[src/rtl/bytebuf_pkg.sv]
// Shared widths, register selectors and the fill-code mapping for the
// byte buffer block. Assumes a two-entry buffer in each direction.
package bytebuf_pkg;
    localparam int BYTE_W = 8;
    localparam int REG_W  = 16;
    localparam int EVT_N  = 6;
    localparam int STAT_N = EVT_N + 2;
    localparam int WA_W   = 3;

    typedef enum logic [WA_W-1:0] {
        RG_ISTAT = 3'd0,
        RG_IMASK = 3'd1,
        RG_FCTRL = 3'd2,
        RG_FSTAT = 3'd3,
        RG_TX8   = 3'd4,
        RG_TX16  = 3'd5,
        RG_RX8   = 3'd6,
        RG_RX16  = 3'd7
    } reg_sel_t;

    // Map an entry count (0..2) onto the 2-bit fill code; 10 is never produced.
    function automatic logic [1:0] fill_code(input logic [1:0] cnt);
        case (cnt)
            2'd0:    return 2'b00;
            2'd1:    return 2'b01;
            default: return 2'b11;
        endcase
    endfunction
endpackage

[src/rtl/byte_fifo2.sv]
// Two-entry byte buffer. Per cycle it accepts up to two bytes (low byte
// first) and releases up to two. A held flush empties it and drops
// pushes. Assumes the caller never pops more than it holds and never
// pushes more than the free space counted before any pop.
module byte_fifo2 #(
    parameter int DATA_W = 8
) (
    input  logic                clk,
    input  logic                rst_n,
    input  logic                flush,
    input  logic [1:0]          push_n,
    input  logic [2*DATA_W-1:0] push_data,
    input  logic [1:0]          pop_n,
    output logic [1:0]          count,
    output logic [DATA_W-1:0]   head,
    output logic [DATA_W-1:0]   next_entry
);
    logic [DATA_W-1:0] e0_q, e1_q, e0_d, e1_d;
    logic [1:0]        cnt_q, cnt_d, base;

    // Shift out popped entries, then place pushed bytes behind the survivors.
    always_comb begin
        e0_d  = (pop_n == 2'd0) ? e0_q : (pop_n == 2'd1) ? e1_q : '0;
        e1_d  = (pop_n == 2'd0) ? e1_q : '0;
        base  = cnt_q - pop_n;
        if (push_n != 2'd0) begin
            if (base[0]) e1_d = push_data[DATA_W-1:0];
            else         e0_d = push_data[DATA_W-1:0];
        end
        if (push_n == 2'd2) e1_d = push_data[2*DATA_W-1:DATA_W];
        cnt_d = cnt_q - pop_n + push_n;
        if (flush) begin
            e0_d  = '0;
            e1_d  = '0;
            cnt_d = 2'd0;
        end
    end

    // Storage and occupancy registers.
    always_ff @(posedge clk) begin
        if (!rst_n) begin
            e0_q  <= '0;
            e1_q  <= '0;
            cnt_q <= 2'd0;
        end else begin
            e0_q  <= e0_d;
            e1_q  <= e1_d;
            cnt_q <= cnt_d;
        end
    end

    assign count      = cnt_q;
    assign head       = e0_q;
    assign next_entry = e1_q;


    cnt_range_chk: assert property (@(posedge clk) disable iff (!rst_n)
        cnt_q != 2'd3);


    flush_empty_chk: assert property (@(posedge clk) disable iff (!rst_n)
        flush |=> (cnt_q == 2'd0));


    fifo_order_chk: assert property (@(posedge clk) disable iff (!rst_n)
        (pop_n == 2'd1 && cnt_q == 2'd2 && !flush) |=> (e0_q == $past(e1_q)));
endmodule

[src/rtl/irq_status.sv]
// Interrupt status with write-1-to-clear bits, a mask register and one
// masked request line. A set in the same cycle as a clear wins.
module irq_status #(
    parameter int N = 8
) (
    input  logic         clk,
    input  logic         rst_n,
    input  logic [N-1:0] set,
    input  logic [N-1:0] clr,
    input  logic         mask_we,
    input  logic [N-1:0] mask_wd,
    output logic [N-1:0] stat,
    output logic [N-1:0] mask,
    output logic         irq
);
    logic [N-1:0] mask_q;

    for (genvar g = 0; g < N; g++) begin : g_bit
        logic bit_q;
        // One sticky status bit: set dominates clear.
        always_ff @(posedge clk) begin
            if (!rst_n)      bit_q <= 1'b0;
            else if (set[g]) bit_q <= 1'b1;
            else if (clr[g]) bit_q <= 1'b0;
        end
        assign stat[g] = bit_q;
    end

    // Mask register written from the register port.
    always_ff @(posedge clk) begin
        if (!rst_n)       mask_q <= '0;
        else if (mask_we) mask_q <= mask_wd;
    end

    assign mask = mask_q;
    assign irq  = |(stat & mask_q);


    set_wins_chk: assert property (@(posedge clk) disable iff (!rst_n)
        $past(rst_n) |-> ((stat & $past(set)) == $past(set)));


    w1c_clears_chk: assert property (@(posedge clk) disable iff (!rst_n)
        $past(rst_n) |-> ((stat & $past(clr) & ~$past(set)) == '0));
endmodule

[src/rtl/bytebuf_irq.sv]
// Top of the byte buffer block. Decodes the 16-bit register port,
// admits or rejects buffer accesses against the occupancy seen at the
// start of the cycle, and feeds the service requests and engine events
// into the interrupt status. Assumes reg_wr and reg_rd are not both high.
module bytebuf_irq
    import bytebuf_pkg::*;
#(
    parameter int AW = WA_W
) (
    input  logic              clk,
    input  logic              rst_n,
    input  logic [AW-1:0]     reg_word,
    input  logic              reg_wr,
    input  logic              reg_rd,
    input  logic [REG_W-1:0]  reg_wdata,
    output logic [REG_W-1:0]  reg_rdata,
    input  logic [EVT_N-1:0]  evt_set,
    output logic              eng_tx_valid,
    output logic [BYTE_W-1:0] eng_tx_data,
    input  logic              eng_tx_take,
    output logic              eng_rx_ready,
    input  logic              eng_rx_push,
    input  logic [BYTE_W-1:0] eng_rx_data,
    output logic              buf_wr_err,
    output logic              buf_rd_err,
    output logic              irq
);
    reg_sel_t          sel;
    logic              wr_tx8, wr_tx16, rd_rx8, rd_rx16;
    logic [3:0]        ctrl_q;
    logic [1:0]        tx_cnt, rx_cnt, tx_push_n, tx_pop_n, rx_push_n, rx_pop_n;
    logic [BYTE_W-1:0] tx_head, tx_next, rx_head, rx_next;
    logic              tx_serv, rx_serv, wr_err_d, rd_err_d;
    logic [STAT_N-1:0] st_set, st_clr, stat, mask;
    logic [REG_W-1:0]  rdata_q;
    logic              wr_err_q, rd_err_q;

    // Register decode.
    always_comb begin
        sel     = reg_sel_t'(reg_word[WA_W-1:0]);
        wr_tx8  = reg_wr && (sel == RG_TX8);
        wr_tx16 = reg_wr && (sel == RG_TX16);
        rd_rx8  = reg_rd && (sel == RG_RX8);
        rd_rx16 = reg_rd && (sel == RG_RX16);
    end

    // Admission against the occupancy at the start of the cycle.
    always_comb begin
        tx_push_n = (wr_tx8 && tx_cnt != 2'd2) ? 2'd1 :
                    (wr_tx16 && tx_cnt == 2'd0) ? 2'd2 : 2'd0;
        wr_err_d  = (wr_tx8 && tx_cnt == 2'd2) || (wr_tx16 && tx_cnt != 2'd0);
        tx_pop_n  = (eng_tx_take && tx_cnt != 2'd0) ? 2'd1 : 2'd0;
        rx_pop_n  = (rd_rx8 && rx_cnt != 2'd0) ? 2'd1 :
                    (rd_rx16 && rx_cnt == 2'd2) ? 2'd2 : 2'd0;
        rd_err_d  = (rd_rx8 && rx_cnt == 2'd0) || (rd_rx16 && rx_cnt != 2'd2);
        rx_push_n = (eng_rx_push && rx_cnt != 2'd2) ? 2'd1 : 2'd0;
    end

    byte_fifo2 #(.DATA_W(BYTE_W)) i_tx_fifo (
        .clk(clk), .rst_n(rst_n), .flush(ctrl_q[0]),
        .push_n(tx_push_n), .push_data(reg_wdata), .pop_n(tx_pop_n),
        .count(tx_cnt), .head(tx_head), .next_entry(tx_next)
    );

    byte_fifo2 #(.DATA_W(BYTE_W)) i_rx_fifo (
        .clk(clk), .rst_n(rst_n), .flush(ctrl_q[1]),
        .push_n(rx_push_n), .push_data({{BYTE_W{1'b0}}, eng_rx_data}), .pop_n(rx_pop_n),
        .count(rx_cnt), .head(rx_head), .next_entry(rx_next)
    );

    // Service requests from occupancy and the threshold bits.
    always_comb begin
        tx_serv = ctrl_q[2] ? (tx_cnt == 2'd0) : (tx_cnt != 2'd2);
        rx_serv = ctrl_q[3] ? (rx_cnt == 2'd2) : (rx_cnt != 2'd0);
        st_set  = {rx_serv, tx_serv, evt_set};
        st_clr  = (reg_wr && sel == RG_ISTAT) ? reg_wdata[STAT_N-1:0] : '0;
    end

    irq_status #(.N(STAT_N)) i_irq_status (
        .clk(clk), .rst_n(rst_n), .set(st_set), .clr(st_clr),
        .mask_we(reg_wr && sel == RG_IMASK), .mask_wd(reg_wdata[STAT_N-1:0]),
        .stat(stat), .mask(mask), .irq(irq)
    );

    // Buffer control register.
    always_ff @(posedge clk) begin
        if (!rst_n)                       ctrl_q <= 4'd0;
        else if (reg_wr && sel == RG_FCTRL) ctrl_q <= reg_wdata[3:0];
    end

    // Registered read data and one-cycle error pulses.
    always_ff @(posedge clk) begin
        if (!rst_n) begin
            rdata_q  <= '0;
            wr_err_q <= 1'b0;
            rd_err_q <= 1'b0;
        end else begin
            wr_err_q <= wr_err_d;
            rd_err_q <= rd_err_d;
            if (reg_rd) begin
                case (sel)
                    RG_ISTAT: rdata_q <= {{(REG_W-STAT_N){1'b0}}, stat};
                    RG_IMASK: rdata_q <= {{(REG_W-STAT_N){1'b0}}, mask};
                    RG_FCTRL: rdata_q <= {12'd0, ctrl_q};
                    RG_FSTAT: rdata_q <= {12'd0, fill_code(rx_cnt), fill_code(tx_cnt)};
                    RG_TX8:   rdata_q <= {{BYTE_W{1'b0}}, tx_head};
                    RG_TX16:  rdata_q <= {tx_next, tx_head};
                    RG_RX8:   rdata_q <= (rx_cnt != 2'd0) ? {{BYTE_W{1'b0}}, rx_head} : '0;
                    default:  rdata_q <= (rx_cnt == 2'd2) ? {rx_next, rx_head} : '0;
                endcase
            end
        end
    end

    assign reg_rdata    = rdata_q;
    assign buf_wr_err   = wr_err_q;
    assign buf_rd_err   = rd_err_q;
    assign eng_tx_valid = (tx_cnt != 2'd0);
    assign eng_tx_data  = tx_head;
    assign eng_rx_ready = (rx_cnt != 2'd2);


    rd_empty_chk: assert property (@(posedge clk) disable iff (!rst_n)
        (rd_rx8 && rx_cnt == 2'd0) |=> (reg_rdata == '0 && buf_rd_err));


    wr_full_chk: assert property (@(posedge clk) disable iff (!rst_n)
        (wr_tx8 && tx_cnt == 2'd2 && !eng_tx_take && !ctrl_q[0]) |=> (tx_cnt == 2'd2 && buf_wr_err));


    rx_drop_chk: assert property (@(posedge clk) disable iff (!rst_n)
        (eng_rx_push && rx_cnt == 2'd2 && rx_pop_n == 2'd0 && !ctrl_q[1]) |=> (rx_cnt == 2'd2));
endmodule

[config.mk]
export PLATFORM = sky130hd
export DESIGN_NAME = bytebuf_irq
export DESIGN_NICKNAME = d
export VERILOG_FILES = /design/src/rtl/bytebuf_pkg.sv /design/src/rtl/byte_fifo2.sv /design/src/rtl/irq_status.sv /design/src/rtl/bytebuf_irq.sv
export SDC_FILE = /design/constraint.sdc
export NUM_CORES = 1
export LEC_CHECK = 0
export ABC_CLOCK_PERIOD_IN_PS = 3900
export CORE_MARGIN = 2
export CORE_UTILIZATION = 61
export CTS_CLUSTER_SIZE = 12
export DETAILED_ROUTE_END_ITERATION = 10
export DONT_BUFFER_PORTS = 1
export GPL_TIMING_DRIVEN = 1
export HOLD_SLACK_MARGIN = 0.06
export PLACE_DENSITY = 0.86
export SLEW_MARGIN = 20
export SYNTH_ARGS = -nofsm -noshare
export SYNTH_HDL_FRONTEND = slang
export SYNTH_HIERARCHICAL = 1
export SYNTH_SLANG_ARGS = --single-unit
[constraint.sdc]
create_clock -name clk -period 3.9 [get_ports clk]
set_clock_uncertainty 0.15 [all_clocks]
set_input_delay 0.585 -clock clk [delete_from_list [all_inputs] [get_ports clk]]
set_output_delay 0.585 -clock clk [all_outputs]
set_load 0.005 [all_outputs]
==> metrics.md <==
| Metric | Value |
|---|---|
| Antenna Violating Nets Remaining | 0 |
| Worst setup margin | 1.149 ns |
| Slew Limit Fails | 0 |
| I/O Buffers | 0 |
| First-pass GRT wire length | 16.01 mm |
| CTS root buf | clkbuf_8 |
| HP Start | reg_rd |
| Async set-reset flop share out of synthesis | 0% |
| Slew headroom | 26.68% |
| DR iter-0 viols | 352 |
| Crit-path max cell delay | 0.85 ns |
| Mapped Area | 3865 sq um |
| CTS tree | done |
| Clk slew on worst S/H paths | 0.08 ns |
| Worst vdd ir | 0.2973 mV |
| Via count | 3230 |
| Routability Congestion | 0.8802 |
| Period Utilization, post-route | 70.54% |
| PwrDens | 483.2 nW/um^2 |
| Worst R2R Setup Slack | 1.15 ns |
| Setup TNS | 0 ns |
| Crit path max-delay family | simple AND/OR/NAND/NOR gates |
| Syn. warnings | 6 |
| Required @ worst endpoint | 4.03 ns |
| DRT Wirelength | 9.679 mm |
| H-tree depth | 3 |
| Die height | 83.60 um |
| Avg Cell Area, Syn | 8.926 sq um |
| Multi-input gate area | 2220 sq um |
| Seq/Total Area, Yosys | 38.33% |
| CP cell instances | nor2_1, nor2b_1, ha_1, o21a_4, or3_1, a21oi_1 |
| Die area | 6989 sq um |
| Number of antenna violations at the first check in global routing | 0 |
| Fmax achieved | 0.3635 GHz |
| Worst R2R Path Depth | 6 |
| Post-CTS Setup Inserts | 0 |
| Io pins | 68 |
| Cts hold-fix bufs | 0 |
| Crit-path max FO | 16 |
| GRT Util Overall | 28.80% |
| Synth unique cells | 47 |
| CTS buffer count | 9 |
| Largest net degree at the start of global routing | 43 |
| CP Buf/Inv Count | 0 |
| Fillers | 524 |
| Final Hold Viols | 0 |
| CP Capture Type | flip-flop |
| DRT Pass-1 Iters | 4 |
| Chip width | 83.60 um |
| Grt total ovfl | 0 |
| Yosys reg bits | 74 |
| Vias/cell | 6.212 |
| # setup viols final | 0 |
| Post-CTS sizing | 0 |
| Drt drc | 0 |
| Status | finished, final reports clean |
| Hold Crit Class | input port to flip-flop |
| Sequential cell area | 1481 sq um |
| Worst skew pair latency | 0.35 ns |
| Wire length per cell | 18.61 um |
| Layout overhead on the synthesized area | 5.050% |
| Worst reg2reg path endpoint | i_tx_fifo/head[2] |
| Worst-Margin Slew | 1.098 ns |
| Hold Path Depth | 1 |
| Synth Instances | 433 |
| Slowest-stage cell, CP | nor2b_1 |
| Nets | 481 |
| Hpwl dp | 7.193 mm |
| Number of synthesized flops with an enable pin | 0 |
| Number of global-route vias before repair | 3044 |
| CTS Buffer Depth | 2 |
| RSZ-0062 raised after global routing | no |
| Reg2reg start | i_tx_fifo/count[1] |
| CTS sink count | 74 |
| CP startpoint kind | flip-flop |
| Ant. Diodes | 0 |
| Std cell rows | 29 |
| Max_cap viols | 0 |
| LEAKAGE | 0.001404 uW |
| Worst Hold End | reg_rdata[8] |
| Pre-CTS WS | 1.126 ns |
| Final worst path period need | 2.751 ns |
| Worst setup path class | flip-flop to flip-flop |
| Share of post-route cells with drive strength above 1 | 7.901% |
| Synth Flop Type | dfxtp_1 |
| Core area | 6241 sq um |
| Worst Path Arrival | 2.88 ns |
| Initial Util | 61.93% |
## cell usage after synthesis, types with 3 or more instances
cell type	n	area, sq um
inv_1	8	30.03
nor2_1	13	48.80
buf_6	7	78.83
nand2b_4	3	41.29
nor3_1	4	20.02
a21oi_1	27	135.1
dfxtp_1	74	1481
nand3_1	11	55.05
nand2_1	44	165.2
nand2b_1	5	31.28
o21a_1	8	60.06
or3_1	16	100.1
mux2_2	4	45.04
ha_1	4	50.05
and2_1	12	75.07
mux2i_1	30	300.3
o21ai_0	37	185.2
a31oi_1	17	106.4
buf_4	12	90.09
o2bb2ai_1	8	70.07
clkbuf_1	8	30.03
xnor2_1	4	35.03
nor2b_1	26	162.7
a22oi_1	13	97.59
a41oi_1	7	61.31
## cells in the final DEF, fill, tap and decap left out, drive strengths merged, types with 10 or more instances in the layout
master | synthesis | layout
a22oi | 13 | 13
o21ai | 37 | 37
nor2b | 27 | 27
or3 | 16 | 16
a21oi | 28 | 28
mux2i | 30 | 30
clkbuf | 8 | 11
a31oi | 17 | 17
nand3 | 11 | 11
o21a | 10 | 10
dfxtp | 74 | 74
and2 | 12 | 12
nor2 | 13 | 13
conb | 1 | 23
nand2 | 45 | 45
## cells by family (layout without fill, tap and decap cells)
logic type      Yosys count  in the layout  synth area share [%]
simple gates            146            146                 20.98
mux                      34             34                 8.935
buf+inv                  39             27                 6.378
xor+xnor                  6              6                 2.072
flops                    74             74                 38.33
other cells               1             23               0.09703
fa+ha+maj                 4              4                 1.295
compound gates          129            129                 21.92
## worst max path at each step
stage | startpoint | endpoint | slack [ns] | cells after the start
CTS | i_tx_fifo/count[1] | i_tx_fifo/head[2] | 1.17 | 6
global placement | eng_tx_take | i_tx_fifo/head[7] | 1.21 | 5
finish | i_tx_fifo/count[1] | i_tx_fifo/head[2] | 1.15 | 6
floorplan | reg_word[0] | i_rx_fifo/head[5] | 1.50 | 8
detailed placement | eng_tx_take | i_tx_fifo/head[2] | 1.13 | 5
global route | i_tx_fifo/count[1] | i_tx_fifo/head[2] | 0.97 | 6
## layout make-up
| class | instances | share of cell area [%] |
|---|---|---|
| multi-input combinational | 342 | 54.67 |
| sequential | 74 | 36.49 |
| clock inverter | 5 | 1.941 |
| tap | 77 | 2.373 |
| timing repair buffer | 3 | 0.5547 |
| inverter | 8 | 0.7396 |
| clock buffer | 11 | 3.236 |
## layer usage
layer	GRT usage [%]	vias up	part of all wire, %
li1	-	1537	-
met1	39.03	1545	42
met2	44.00	129	47
met3	7.616	19	8.3
met4	11.29	0	2.5
met5	0	-	0
## metrics by stage
stage	cell area, sq um	hold slack, ns	util, %	std cells	total power [uW]
6_report	4060	0.1670	65.06	520	1962
3_3_place_gp	3850	0.3432	61.69	504	1306
3_5_place_dp	3850	0.3589	61.69	504	1326
2_1_floorplan	3948	0.3200	-	455	1278
5_1_grt	4060	0.1511	65.06	520	2061
4_1_cts	4060	0.1630	65.06	520	1959
## where the power goes
group / leakage (uW) / switching [uW] / internal, uW
Sequential: 0.000607 / 84.0 / 833
Clock: 0.000107 / 283 / 360
Combinational: 0.000690 / 221 / 182
## sequential cells by signal (all words and copies together), names as in the netlist
signal / cells
buf_rd_err: 1
buf_wr_err: 1
ctrl_q: 4
i_irq_status/g_bit.bit_q: 8
i_irq_status/mask: 8
i_rx_fifo/count: 2
i_rx_fifo/head: 8
i_rx_fifo/next_entry: 8
i_tx_fifo/count: 2
i_tx_fifo/head: 8
i_tx_fifo/next_entry: 8
reg_rdata: 16
Note: power is estimated with default switching activity, not from simulation.
